`src/rtl/kpa_pkg.sv`:
```
package kpa_pkg;
   function automatic int unsigned kpa_cdiv(int unsigned num, int unsigned den);
      return (num + den - 1) / den;
   endfunction
endpackage

```
`src/rtl/kpa_unpack.sv`:
```
module kpa_unpack #(
   parameter int EXP_W  = 5,
   parameter int FRAC_W = 10
) (
   input  logic [EXP_W-1:0]  exp_i,
   input  logic [FRAC_W-1:0] frac_i,
   output logic [FRAC_W:0]   sig_o,
   output logic [EXP_W-1:0]  eff_exp_o,
   output logic              zero_o
);
   logic subn;
   always_comb begin
      subn      = (exp_i == '0);
      // subnormal: hidden bit cleared, exponent read as 1
      sig_o     = {~subn, frac_i};
      eff_exp_o = subn ? EXP_W'(1) : exp_i;
      zero_o    = subn && (frac_i == '0);
   end
endmodule

```
`src/rtl/kpa_mul.sv`:
```
module kpa_mul #(
   parameter int EXP_W  = 5,
   parameter int FRAC_W = 10,
   localparam int SIG_W  = FRAC_W + 1,
   localparam int MANT_W = 2 * FRAC_W + 2,
   localparam int PEXP_W = EXP_W + 1
) (
   input  logic              sign_a_i,
   input  logic              sign_b_i,
   input  logic [SIG_W-1:0]  sig_a_i,
   input  logic [SIG_W-1:0]  sig_b_i,
   input  logic [EXP_W-1:0]  eff_a_i,
   input  logic [EXP_W-1:0]  eff_b_i,
   input  logic              zero_a_i,
   input  logic              zero_b_i,
   output logic [MANT_W-1:0] mant_o,
   output logic [PEXP_W-1:0] pexp_o,
   output logic              neg_o
);
   always_comb begin
      mant_o = MANT_W'(sig_a_i) * MANT_W'(sig_b_i);
      // rebase so the smallest product weight maps to accumulator bit 0
      pexp_o = PEXP_W'(eff_a_i) + PEXP_W'(eff_b_i) - PEXP_W'(2);
      neg_o  = (sign_a_i ^ sign_b_i) & ~(zero_a_i | zero_b_i);
   end
endmodule

```
`src/rtl/kpa_align.sv`:
```
module kpa_align #(
   parameter int MANT_W    = 22,
   parameter int PEXP_W    = 6,
   parameter int LOG2_WORD = 4,
   parameter int FIELD_W   = 48,
   parameter bit NEG_INV   = 1'b1,
   localparam int ADDR_W   = PEXP_W - LOG2_WORD
) (
   input  logic [MANT_W-1:0]  mant_i,
   input  logic [PEXP_W-1:0]  pexp_i,
   input  logic               neg_i,
   output logic [ADDR_W-1:0]  addr_o,
   output logic [FIELD_W-1:0] field_o
);
   logic [LOG2_WORD-1:0] shamt;
   logic [FIELD_W-1:0]   stg [LOG2_WORD+1];
   logic [FIELD_W-1:0]   mag;

   assign shamt  = pexp_i[LOG2_WORD-1:0];
   assign addr_o = pexp_i[PEXP_W-1:LOG2_WORD];
   assign stg[0] = FIELD_W'(mant_i);

   for (genvar j = 0; j < LOG2_WORD; j++) begin : g_shift
      assign stg[j+1] = shamt[j] ? (stg[j] << (1 << j)) : stg[j];
   end

   assign mag = stg[LOG2_WORD];

   if (NEG_INV) begin : g_neg_inv
      assign field_o = neg_i ? (~mag + FIELD_W'(1)) : mag;
   end else begin : g_neg_sub
      assign field_o = neg_i ? (FIELD_W'(0) - mag) : mag;
   end
endmodule

```
`src/rtl/kpa_product_align.sv`:
```
module kpa_product_align #(
   parameter int EXP_W     = 5,
   parameter int FRAC_W    = 10,
   parameter int LOG2_WORD = 4,
   parameter bit NEG_INV   = 1'b1,
   localparam int SIG_W    = FRAC_W + 1,
   localparam int MANT_W   = 2 * FRAC_W + 2,
   localparam int PEXP_W   = EXP_W + 1,
   localparam int WORD_W   = 1 << LOG2_WORD,
   localparam int SPAN_W   = MANT_W - 1 + WORD_W,
   localparam int SEG_N    = int'(kpa_pkg::kpa_cdiv(SPAN_W, WORD_W)),
   localparam int FIELD_W  = SEG_N * WORD_W,
   localparam int ADDR_W   = PEXP_W - LOG2_WORD
) (
   input  logic               clk,
   input  logic               rst_n,
   input  logic               in_valid,
   input  logic               a_sign,
   input  logic [EXP_W-1:0]   a_exp,
   input  logic [FRAC_W-1:0]  a_frac,
   input  logic               b_sign,
   input  logic [EXP_W-1:0]   b_exp,
   input  logic [FRAC_W-1:0]  b_frac,
   output logic               out_valid,
   output logic               out_sign,
   output logic [ADDR_W-1:0]  out_addr,
   output logic [FIELD_W-1:0] out_field
);
   if (EXP_W < 2) begin : g_bad_exp
      $error("kpa_product_align: EXP_W must be at least 2");
   end
   if (FRAC_W < 1) begin : g_bad_frac
      $error("kpa_product_align: FRAC_W must be at least 1");
   end
   if (LOG2_WORD < 1 || LOG2_WORD >= PEXP_W) begin : g_bad_word
      $error("kpa_product_align: LOG2_WORD out of range");
   end

   logic [EXP_W-1:0]  op_exp  [2];
   logic [FRAC_W-1:0] op_frac [2];
   logic [SIG_W-1:0]  op_sig  [2];
   logic [EXP_W-1:0]  op_eff  [2];
   logic [1:0]        op_zero;

   assign op_exp[0]  = a_exp;
   assign op_exp[1]  = b_exp;
   assign op_frac[0] = a_frac;
   assign op_frac[1] = b_frac;

   for (genvar i = 0; i < 2; i++) begin : g_unpack
      kpa_unpack #(.EXP_W(EXP_W), .FRAC_W(FRAC_W)) unpack_i (
         .exp_i     (op_exp[i]),
         .frac_i    (op_frac[i]),
         .sig_o     (op_sig[i]),
         .eff_exp_o (op_eff[i]),
         .zero_o    (op_zero[i])
      );
   end

   logic [MANT_W-1:0]  mant;
   logic [PEXP_W-1:0]  pexp;
   logic               neg;
   logic [ADDR_W-1:0]  addr_c;
   logic [FIELD_W-1:0] field_c;

   kpa_mul #(.EXP_W(EXP_W), .FRAC_W(FRAC_W)) mul_i (
      .sign_a_i (a_sign),
      .sign_b_i (b_sign),
      .sig_a_i  (op_sig[0]),
      .sig_b_i  (op_sig[1]),
      .eff_a_i  (op_eff[0]),
      .eff_b_i  (op_eff[1]),
      .zero_a_i (op_zero[0]),
      .zero_b_i (op_zero[1]),
      .mant_o   (mant),
      .pexp_o   (pexp),
      .neg_o    (neg)
   );

   kpa_align #(
      .MANT_W(MANT_W), .PEXP_W(PEXP_W), .LOG2_WORD(LOG2_WORD),
      .FIELD_W(FIELD_W), .NEG_INV(NEG_INV)
   ) align_i (
      .mant_i  (mant),
      .pexp_i  (pexp),
      .neg_i   (neg),
      .addr_o  (addr_c),
      .field_o (field_c)
   );

   always_ff @(posedge clk or negedge rst_n) begin
      if (!rst_n) begin
         out_valid <= 1'b0;
         out_sign  <= 1'b0;
         out_addr  <= '0;
         out_field <= '0;
      end else begin
         out_valid <= in_valid;
         if (in_valid) begin
            out_sign  <= neg;
            out_addr  <= addr_c;
            out_field <= field_c;
         end
      end
   end
endmodule

```
`config.mk`:
```
export PLATFORM = sky130hd
export DESIGN_NAME = kpa_product_align
export DESIGN_NICKNAME = d
export VERILOG_FILES = /design/src/rtl/kpa_pkg.sv /design/src/rtl/kpa_unpack.sv /design/src/rtl/kpa_mul.sv /design/src/rtl/kpa_align.sv /design/src/rtl/kpa_product_align.sv
export SDC_FILE = /design/constraint.sdc
export NUM_CORES = 1
export LEC_CHECK = 0
export BUFFER_PORTS_ARGS = -buffer_cell sky130_fd_sc_hd__buf_2
export CAP_MARGIN = 20
export CELL_PAD_IN_SITES_DETAIL_PLACEMENT = 1
export CELL_PAD_IN_SITES_GLOBAL_PLACEMENT = 1
export CORE_MARGIN = 1.5
export CORE_UTILIZATION = 50
export DETAILED_ROUTE_END_ITERATION = 16
export PLACE_DENSITY = 0.87
export SYNTH_ARGS = -nofsm -noshare
export SYNTH_HDL_FRONTEND = slang
export SYNTH_SLANG_ARGS = --single-unit
```
`constraint.sdc`:
```
create_clock -name clk -period 2.4 [get_ports clk]
set_clock_uncertainty 0.2 [all_clocks]
set_input_delay 0 -clock clk [delete_from_list [all_inputs] [get_ports clk]]
set_output_delay 0 -clock clk [all_outputs]
set_load 0.1 [all_outputs]
```
==> impl_metrics.env, run 1 <==
export IMPL_status="aborted with a tool error"
export IMPL_haltStage="4_1_cts"
export IMPL_firstError="[ERROR DPL-0033] detailed placement checks failed during check placement."
export IMPL_syn_nets=1313
export IMPL_synth_enable_flop_cells=0
export IMPL_yosys_warnings=0
export IMPL_start_util_pct=51.7
export IMPL_clkSinkCount=52
export IMPL_clockBufferDepth=2
export IMPL_h_tree_depth=2
export IMPL_async_reset_ff_share_pct=100
export IMPL_syn_inst=1127
export IMPL_cts_root_buf="clkbuf_16"
export IMPL_gp_congestion=1.01
export IMPL_post_cts_resized=299
export IMPL_synth_area_per_cell_sq_um=8.02
export IMPL_synthDistinctLibCells=87
export IMPL_syn_area_sq_um=9030
export IMPL_row_count=48
export IMPL_yosysSeqAreaShare_pct=14.4
export IMPL_die_y_um=137
export IMPL_ys_flop_type="dfrtp_1"
export IMPL_post_cts_setup_buffers=79
export IMPL_detailed_place_hpwl_um=36500
export IMPL_pin_count=87
export IMPL_postCtsHoldBufs=2
export IMPL_numCtsBuffers=5
export IMPL_fp_dieW_um=137
export IMPL_synth_seq_cells=52
export IMPL_place_port_buffers=86
==> cells by family after synthesis <==
group	Yosys count	synth area share, %
buffers and inverters	211	8.86
flip-flops	52	14.4
multiplexers	35	4.35
adder cells (fa/ha/maj)	151	27.6
XOR/XNOR	51	5.10
AND/OR/NAND/NOR	382	21.4
AO/OA/AOI/OAI	245	18.3
==> synthesized netlist by cell type, drive strengths merged (7+ instances only) <==
| cell | number | area, sq um |
|---|---|---|
| a211oi | 8 | 82.6 |
| a21o | 9 | 67.6 |
| a21oi | 79 | 403 |
| a31oi | 14 | 87.6 |
| and2 | 70 | 438 |
| and3 | 8 | 55.1 |
| buf | 8 | 38.8 |
| clkbuf | 56 | 210 |
| dfrtp | 52 | 1300 |
| fa | 81 | 1620 |
| ha | 70 | 876 |
| inv | 147 | 552 |
| mux2 | 14 | 158 |
| mux2i | 19 | 190 |
| nand2 | 120 | 450 |
| nand2b | 7 | 43.8 |
| nand3 | 14 | 70.1 |
| nor2 | 86 | 325 |
| nor2b | 12 | 75.1 |
| nor3 | 18 | 90.1 |
| o211ai | 8 | 65.1 |
| o21ai | 52 | 264 |
| o221ai | 8 | 70.1 |
| o22ai | 8 | 50.1 |
| or3 | 11 | 68.8 |
| xnor2 | 31 | 272 |
| xor2 | 19 | 166 |
==> through the flow <==
stage	setup WS [ns]	TNS (ns)	std cells	area, sq um	hold slack [ns]
after detailed placement	-5.50	-215.03	1656	12200	-0.158
after global placement	-4.78	-188.99	1656	12200	-0.193
after floorplan	-4.53	-167.79	1127	9780	-0.496
==> run 2: changes to the inputs <==
--- a/config.mk
+++ b/config.mk
@@ -7,12 +7,10 @@
 export LEC_CHECK = 0
 export BUFFER_PORTS_ARGS = -buffer_cell sky130_fd_sc_hd__buf_2
 export CAP_MARGIN = 20
-export CELL_PAD_IN_SITES_DETAIL_PLACEMENT = 1
-export CELL_PAD_IN_SITES_GLOBAL_PLACEMENT = 1
 export CORE_MARGIN = 1.5
-export CORE_UTILIZATION = 50
+export CORE_UTILIZATION = 38
 export DETAILED_ROUTE_END_ITERATION = 16
-export PLACE_DENSITY = 0.87
+export PLACE_DENSITY_LB_ADDON = 0.15
 export SYNTH_ARGS = -nofsm -noshare
 export SYNTH_HDL_FRONTEND = slang
 export SYNTH_SLANG_ARGS = --single-unit
==> run 2 against run 1 <==
Against the previous run: the flow now finishes, with violations (setup timing); synthesized cell count did not move; synthesized area unchanged.
==> impl_metrics.env, run 2 <==
export IMPL_syn_area_sq_um=9030
export IMPL_h_tree_depth=2
export IMPL_antenna_found_initial=0
export IMPL_fin_nets=1673
export IMPL_grt_setup_unrepaired="yes"
export IMPL_crit_top_cell="fa_1"
export IMPL_die_area_sq_um=24700
export IMPL_hold_viol=0
export IMPL_min_period_over_period_pct=289
export IMPL_top_register="out_field"
export IMPL_worst_endpoint_required_ns=2.42
export IMPL_cts_root_buf="clkbuf_16"
export IMPL_clk_latency_ns=0.29
export IMPL_setup_viol=50
export IMPL_start_kind="primary input"
export IMPL_synth_top_cell_area_share_pct=17.9
export IMPL_via_count=9351
export IMPL_gp_congestion=0.920
export IMPL_synth_top_area_cell="fa_1"
export IMPL_mostFrequentLayoutCells="281 x buf_4, 130 x inv_1, 106 x nand2_1"
export IMPL_synth_enable_flop_cells=0
export IMPL_max_cap_viol_count=0
export IMPL_grt_max_degree=51
export IMPL_post_drt_wl_per_cell_um=16.3
export IMPL_insertedDiodeCount=0
export IMPL_drt_wl_total_um=29500
export IMPL_crit_type="in -> reg"
export IMPL_synth_common_cells="147 x inv_1, 120 x nand2_1, 85 x nor2_1"
export IMPL_worstSetupEndpointType="flop"
export IMPL_final_setup_tns_ns=-176.51
export IMPL_clk_pin_slew_worst_paths_ns=0.07
export IMPL_drtPass1Iterations=4
export IMPL_clockBufferDepth=2
export IMPL_period_minus_slack_ns=6.93
export IMPL_syn_to_final_growth_pct=54.3
export IMPL_ys_flop_type="dfrtp_1"
export IMPL_fmax_ghz=0.144
export IMPL_hold_path_class="in -> async"
export IMPL_grt_overflow_total=0
export IMPL_detailed_place_hpwl_um=23400
export IMPL_setup_ws_ns=-4.53
export IMPL_final_layout_size_suffix_gt1_share_pct=44.6
export IMPL_yosysMostFrequentCell="inv_1"
export IMPL_drtIter0Drc=561
export IMPL_track_usage_pct=23.9
export IMPL_die_y_um=157
export IMPL_grt_pass1_wl_um=47300
export IMPL_synthDistinctLibCells=87
export IMPL_top_regs="out_field (48), out_addr (2)"
export IMPL_pin_count=87
export IMPL_synth_area_per_cell_sq_um=8.02
export IMPL_tightestPinTransition_ns=0.685
export IMPL_yosys_warnings=0
export IMPL_max_slew_margin_pct=54.4
export IMPL_slew_violations=0
export IMPL_cp_data_arrival_time_ns=6.95
export IMPL_place_ws_ns=-4.96
export IMPL_clkSinkCount=52
export IMPL_antenna_violating_nets_post_route=0
export IMPL_async_reset_ff_share_pct=100
export IMPL_vias_per_cell=5.17
export IMPL_status="finished with violations"
export IMPL_core_area_sq_um=23400
export IMPL_fp_dieW_um=157
export IMPL_row_count=56
export IMPL_syn_nets=1313
export IMPL_syn_inst=1127
export IMPL_grt_pass1_vias=9304
export IMPL_synthTopCellsByArea="fa_1 18%, dfrtp_1 14%, ha_1 9.7%"
export IMPL_crit_fanout=6
export IMPL_place_port_buffers=86
export IMPL_numCtsBuffers=5
export IMPL_violations="setup timing"
export IMPL_critPathSlowestCell="or4b_2"
export IMPL_synth_seq_cells=52
export IMPL_holdWs_ns=0.0888
export IMPL_largest_register_ffs=48
export IMPL_yosysSeqAreaShare_pct=14.4
export IMPL_final_common_cell="buf_4"
export IMPL_fin_util_pct=59.6
export IMPL_tritoncts="done"
export IMPL_max_stage_delay_ns=0.72
export IMPL_drc_errors=0
export IMPL_start_util_pct=38.6
run 2: cell counts after synthesis:
No cell type changed its count.
run 2: area by class of cell:
class / instances / area (sq um)
sequential: 52 / 1300
multi-input combinational: 864 / 8270
timing repair buffer: 417 / 3260
clock inverter: 3 / 27.5
fill: 2135 / 9460
inverter: 147 / 557
clock buffer: 5 / 125
tap: 319 / 399
run 2: final timing paths:
| path | start | endpoint | slack (ns) | cells past startpoint |
|---|---|---|---|---|
| worst max-delay path | b_exp[1] | out_field[36]$_DFFE_PN0P_ | -4.53 | 27 |
| worst min-delay path | rst_n | out_field[46]$_DFFE_PN0P_ | 0.09 | 2 |
| worst max register to register | out_field[35]$_DFFE_PN0P_ | out_field[35]$_DFFE_PN0P_ | 1.30 | 3 |
| worst min register to register | out_addr[0]$_DFFE_PN0P_ | out_addr[0]$_DFFE_PN0P_ | 0.31 | 1 |
| max in group asynchronous | rst_n | out_field[0]$_DFFE_PN0P_ | 1.21 | 3 |
| min in group clk | a_sign | out_field[1]$_DFFE_PN0P_ | 0.17 | 6 |
run 2: critical path, delay by kind of cell:
kind / cells / cell delay (ns)
fa+ha+maj: 6 / 2.71
compound gates: 5 / 0.91
buf+inv: 6 / 0.43
simple gates: 10 / 2.92
run 2: metrics by stage:
stage	instance area [sq um]	std cells
2_1_floorplan	9780	1127
3_3_place_gp	12300	1748
3_5_place_dp	12300	1748
4_1_cts	13400	1793
5_1_grt	13900	1807
6_report	13900	1807
run 2: cell families (layout without fill, tap and decap cells):
family	after synthesis	in the layout	share of synthesized area, %
multiplexers	35	35	4.35
AO/OA/AOI/OAI	245	245	18.3
flip-flops	52	52	14.4
AND/OR/NAND/NOR	382	382	21.4
XOR/XNOR	51	51	5.10
adder cells (fa/ha/maj)	151	151	27.6
buffers and inverters	211	572	8.86
run 2: timing repair:
item,CTS,global route
endpoints found under the setup margin,49,49
endpoints found under the hold margin,28,0
buffers inserted,38,14
hold buffers,2,0
pin swaps,82,37
resized for setup,154,96
run 2: layer usage:
metal | up-vias | track usage, % | wire length [um] | share of wire (%)
met5 | - | 0 | 0 | 0
met4 | 0 | 2.29 | 141 | 0.48
met3 | 10 | 3.06 | 1490 | 5.1
met2 | 245 | 39.2 | 13900 | 47
met1 | 4555 | 34.6 | 13900 | 47
li1 | 4541 | - | - | -
Power of run 2 is not shown: default switching activity piles up to over one toggle a cycle in this logic, so the estimate is an artifact.
==> run 3: changes to the inputs <==
==> constraint.sdc (replaced) <==
create_clock -name clk -period 7.6 [get_ports clk]
set_clock_uncertainty 0.2 [all_clocks]
set_input_delay 0 -clock clk [delete_from_list [all_inputs] [get_ports clk]]
set_output_delay 0 -clock clk [all_outputs]
set_load 0.1 [all_outputs]
==> run 3 against run 2 <==
Against the previous run: the run now ends clean; first-iteration DRC count fell by 11%; register-to-register slack improved by 5.2 ns; worst hold slack got worse by 0.0026 ns; via count fell by 9.7%; wire length fell by 10%; global-route usage fell by 1.4 points; worst setup slack improved by 4.8 ns.
==> impl_metrics.env, run 3 (synthesis results as in run 2) <==
export IMPL_row_count=56
export IMPL_setup_ws_ns=0.312
export IMPL_setup_viol=0
export IMPL_numCtsBuffers=5
export IMPL_clkSinkCount=52
export IMPL_mostFrequentLayoutCells="147 x inv_1, 120 x nand2_1, 106 x buf_4"
export IMPL_h_tree_depth=2
export IMPL_r2r_end="out_field[35]$_DFFE_PN0P_"
export IMPL_final_layout_size_suffix_gt1_share_pct=21.1
export IMPL_period_minus_slack_ns=7.29
export IMPL_worstSetupEndpointType="flop"
export IMPL_post_drt_wl_per_cell_um=16.7
export IMPL_pin_count=87
export IMPL_tritoncts="done"
export IMPL_start_kind="primary input"
export IMPL_cp_buffers_inverters=7
export IMPL_syn_to_final_growth_pct=19.2
export IMPL_drtIter0Drc=502
export IMPL_final_common_cell="inv_1"
export IMPL_hold_path_class="in -> reg"
export IMPL_grt_overflow_total=0
export IMPL_place_port_buffers=86
export IMPL_grt_max_degree=84
export IMPL_antenna_violating_nets_post_route=0
export IMPL_fin_area_sq_um=10800
export IMPL_die_y_um=157
export IMPL_start_util_pct=38.6
export IMPL_max_slew_margin_pct=27.2
export IMPL_drc_errors=0
export IMPL_track_usage_pct=22.5
export IMPL_fmax_ghz=0.137
export IMPL_drtPass1Iterations=5
export IMPL_vias_per_cell=5.32
export IMPL_min_from="in_valid"
export IMPL_max_cap_viol_count=0
export IMPL_tightestPinTransition_ns=1.09
export IMPL_critPathSlowestCell="or4_4"
export IMPL_cp_data_arrival_time_ns=7.28
export IMPL_place_ws_ns=-0.449
export IMPL_fp_dieW_um=157
export IMPL_cts_root_buf="clkbuf_16"
export IMPL_placed_cell_area_sq_um=10400
export IMPL_antenna_found_initial=0
export IMPL_holdPathStages=2
export IMPL_top_register="out_field"
export IMPL_dp_cells=1571
export IMPL_gp_congestion=0.919
export IMPL_clockBufferDepth=2
export IMPL_crit_type="in -> reg"
export IMPL_worst_endpoint_required_ns=7.59
export IMPL_crit_top_cell="fa_1"
export IMPL_n_fill_cell=2435
export IMPL_hold_viol=0
export IMPL_rr_startpoint="out_field[35]$_DFFE_PN0P_"
export IMPL_crit_family="adder cells"
export IMPL_slew_violations=0
export IMPL_via_count=8441
export IMPL_drt_wl_total_um=26500
export IMPL_reg2reg_depth=3
export IMPL_core_area_sq_um=23400
export IMPL_clk_pin_slew_worst_paths_ns=0.07
export IMPL_min_to="out_valid$_DFF_PN0_"
export IMPL_min_period_over_period_pct=95.9
export IMPL_max_stage_delay_ns=0.59
export IMPL_grt_pass1_vias=8503
export IMPL_status="finished clean"
export IMPL_r2r_slack_ns=6.48
export IMPL_clk_latency_ns=0.30
export IMPL_crit_fanout=9
export IMPL_die_area_sq_um=24700
export IMPL_fin_nets=1453
export IMPL_fin_cells=1587
export IMPL_detailed_place_hpwl_um=20800
export IMPL_top_regs="out_field (48), out_addr (2)"
export IMPL_grt_pass1_wl_um=44200
export IMPL_largest_register_ffs=48
export IMPL_insertedDiodeCount=0
==> run 3: repair_timing <==
action,CTS,global route
buffers inserted,3,3
pin swaps,2,12
gates resized for setup,3,29
hold endpoints to repair,52,0
gates cloned,0,0
hold buffers,1,0
endpoints found under the setup margin,13,28
==> run 3: how the worst max path moves through the flow <==
| stage | from | to | slack, ns | cells past startpoint |
|---|---|---|---|---|
| CTS | b_exp[4] | out_field[43]$_DFFE_PN0P_ | 0.11 | 28 |
| global placement | b_exp[4] | out_field[45]$_DFFE_PN0P_ | -0.39 | 26 |
| detailed placement | b_exp[4] | out_field[43]$_DFFE_PN0P_ | -0.45 | 26 |
| global route | b_exp[0] | out_field[25]$_DFFE_PN0P_ | -0.008 | 28 |
| finish | b_exp[0] | out_field[28]$_DFFE_PN0P_ | 0.31 | 27 |
| floorplan | b_exp[4] | out_field[28]$_DFFE_PN0P_ | 0.07 | 26 |
==> run 3: final cells by class <==
type                            count  area, sq um  area share [%]
Timing Repair Buffer              197         1280            11.9
Clock inverter                      3         25.0           0.232
Tap cell                          319          399            3.71
Sequential cell                    52         1300            12.1
Inverter                          147          552            5.12
Clock buffer                        5          125            1.16
Multi-Input combinational cell    864         7090            65.8
==> run 3: worst register-to-register path: stages, from the launching register on <==
cell,delay [ns]
dfrtp_1,0.40
nor2b_1,0.14
a31oi_1,0.18
mux2i_1,0.09
==> run 3: stage by stage <==
| stage | util, % | hold WS [ns] | setup TNS [ns] |
|---|---|---|---|
| floorplan | - | -0.496 | 0 |
| global placement | 44.5 | -0.0448 | -7.79 |
| detailed placement | 44.5 | -0.0370 | -8.64 |
| CTS | 45.3 | 0.0955 | 0 |
| global route | 46.0 | 0.142 | -0.0247 |
| finish | 46.0 | 0.0862 | 0 |
==> run 3: routing by layer <==
layer	share of wire (%)	GRT usage [%]	up-vias
met5	0	0	-
met4	0.52	2.11	0
met3	5.3	3.39	10
met2	45	36.0	217
met1	49	33.1	4115
li1	-	-	4099
Power of run 3 is left out for the same reason.
==> run 4: changes to the inputs <==
--- a/config.mk
+++ b/config.mk
@@ -8,7 +8,7 @@
 export BUFFER_PORTS_ARGS = -buffer_cell sky130_fd_sc_hd__buf_2
 export CAP_MARGIN = 20
 export CORE_MARGIN = 1.5
-export CORE_UTILIZATION = 38
+export CORE_UTILIZATION = 30
 export DETAILED_ROUTE_END_ITERATION = 16
 export PLACE_DENSITY_LB_ADDON = 0.15
 export SYNTH_ARGS = -nofsm -noshare
==> run 4 against run 3 <==
Against the previous run: critical path depth rose by 4; via count rose by 0.24%; non-clock buffer count rose by 17; critical endpoint is now out_field[31]$_DFFE_PN0P_; largest cell class unchanged.
==> impl_metrics.env, run 4 (synthesis results as in run 2) <==
export IMPL_grt_pass1_vias=8646
export IMPL_tritoncts="done"
export IMPL_grt_max_degree=84
export IMPL_start_util_pct=30.5
export IMPL_place_port_buffers=86
export IMPL_drtPass1Iterations=5
export IMPL_tightestPinTransition_ns=1.10
export IMPL_period_minus_slack_ns=7.25
export IMPL_n_fill_cell=3205
export IMPL_pin_count=87
export IMPL_crit_fanout=7
export IMPL_dp_cells=1661
export IMPL_largest_register_ffs=48
export IMPL_max_cap_viol_count=0
export IMPL_die_y_um=177
export IMPL_fin_nets=1470
export IMPL_via_count=8461
export IMPL_top_register="out_field"
export IMPL_worst_endpoint_required_ns=7.54
export IMPL_track_usage_pct=18.3
export IMPL_hold_path_class="in -> reg"
export IMPL_status="finished clean"
export IMPL_row_count=63
export IMPL_hold_viol=0
export IMPL_max_slew_margin_pct=26.5
export IMPL_min_from="a_exp[4]"
export IMPL_numCtsBuffers=5
export IMPL_top_regs="out_field (48), out_addr (2)"
export IMPL_fp_dieW_um=177
export IMPL_syn_to_final_growth_pct=21.5
export IMPL_antenna_violating_nets_post_route=0
export IMPL_max_stage_delay_ns=0.60
export IMPL_critPathSlowestCell="or4_4"
export IMPL_cp_startpoint="b_exp[4]"
export IMPL_clk_pin_slew_worst_paths_ns=0.07
export IMPL_post_drt_wl_per_cell_um=16.4
export IMPL_mostFrequentLayoutCells="147 x inv_1, 126 x buf_4, 120 x nand2_1"
export IMPL_min_period_over_period_pct=95.4
export IMPL_grt_overflow_total=0
export IMPL_start_kind="primary input"
export IMPL_clockBufferDepth=2
export IMPL_fin_cells=1675
export IMPL_multiInputGateArea_sq_um=7070
export IMPL_antenna_found_initial=0
export IMPL_vias_per_cell=5.05
export IMPL_rr_startpoint="out_field[35]$_DFFE_PN0P_"
export IMPL_final_common_cell="inv_1"
export IMPL_register_area_sq_um=1300
export IMPL_cts_root_buf="clkbuf_16"
export IMPL_worstSetupEndpointType="flop"
export IMPL_drtIter0Drc=492
export IMPL_die_area_sq_um=31200
export IMPL_drt_wl_total_um=27400
export IMPL_h_tree_depth=2
export IMPL_final_layout_size_suffix_gt1_share_pct=22.3
export IMPL_detailed_place_hpwl_um=22000
export IMPL_core_area_sq_um=29600
export IMPL_final_setup_tns_ns=0
export IMPL_fmax_ghz=0.138
export IMPL_clkSinkCount=52
export IMPL_slew_violations=0
export IMPL_grt_setup_unrepaired="no"
export IMPL_insertedDiodeCount=0
export IMPL_clk_latency_ns=0.30
export IMPL_cp_data_arrival_time_ns=7.20
export IMPL_drc_errors=0
export IMPL_setup_viol=0
export IMPL_crit_type="in -> reg"
export IMPL_gp_congestion=0.871
export IMPL_grt_pass1_wl_um=45900
-- run 4: cell count changes in the layout (fill, tap and decap cells not counted), moves of 2 or more --
cell	delta
o21ai_0	-2
inv_6	-2
a21oi_1	-2
a21oi_2	+3
buf_6	-3
buf_4	+20
-- run 4: worst max-delay path: cells and delay by family --
family,cells,cell delay (ns)
XOR/XNOR,2,0.37
AO/OA/AOI/OAI,7,1.31
adder cells (fa/ha/maj),6,2.97
buffers and inverters,10,1.18
AND/OR/NAND/NOR,6,1.35
-- run 4: final timing paths --
kind                       depth (start not counted)  slack, ns                   endpoint
setup / recovery                                  31       0.35  out_field[31]$_DFFE_PN0P_
hold / removal                                     5       0.10    out_addr[1]$_DFFE_PN0P_
setup reg to reg                                   3       6.48  out_field[35]$_DFFE_PN0P_
hold reg to reg                                    1       0.30  out_field[22]$_DFFE_PN0P_
max in group asynchronous                          3       6.59  out_field[24]$_DFFE_PN0P_
min in group asynchronous                          3       0.15  out_field[47]$_DFFE_PN0P_
-- run 4: repair_timing --
item / CTS / global route
buffers inserted: 4 / 1
pin swaps: 1 / 9
hold buffers: 1 / 0
hold endpoints to repair: 52 / 0
endpoints found under the setup margin: 12 / 28
resized for setup: 3 / 28
-- run 4: metal layers --
layer	wire length [um]	part of all wire, %	GRT usage [%]	vias to the layer above
li1	-	-	-	4122
met1	13500	49	26.5	4104
met2	12300	45	29.7	219
met3	1430	5.2	2.35	16
met4	203	0.74	2.19	0
met5	0	0	0	-
-- run 4: per-stage QoR --
step	hold WS (ns)	cell area [sq um]	setup slack (ns)	utilization [%]
2_1_floorplan	-0.496	9030	0.0728	-
3_3_place_gp	-0.0331	10600	-0.531	35.9
3_5_place_dp	-0.0330	10600	-0.455	35.9
4_1_cts	0.115	10800	0.117	36.6
5_1_grt	0.132	11000	0.00911	37.0
6_report	0.102	11000	0.347	37.0
-- run 4: final cells by class --
type	count	share of cell area [%]
repair buffers	214	12.8
multi-input cells	864	64.5
flip-flops and latches	52	11.9
inverters	147	5.03
clock inverters	3	0.251
clock buffers	5	1.14
well taps	390	4.45
Power of run 4 is left out for the same reason.
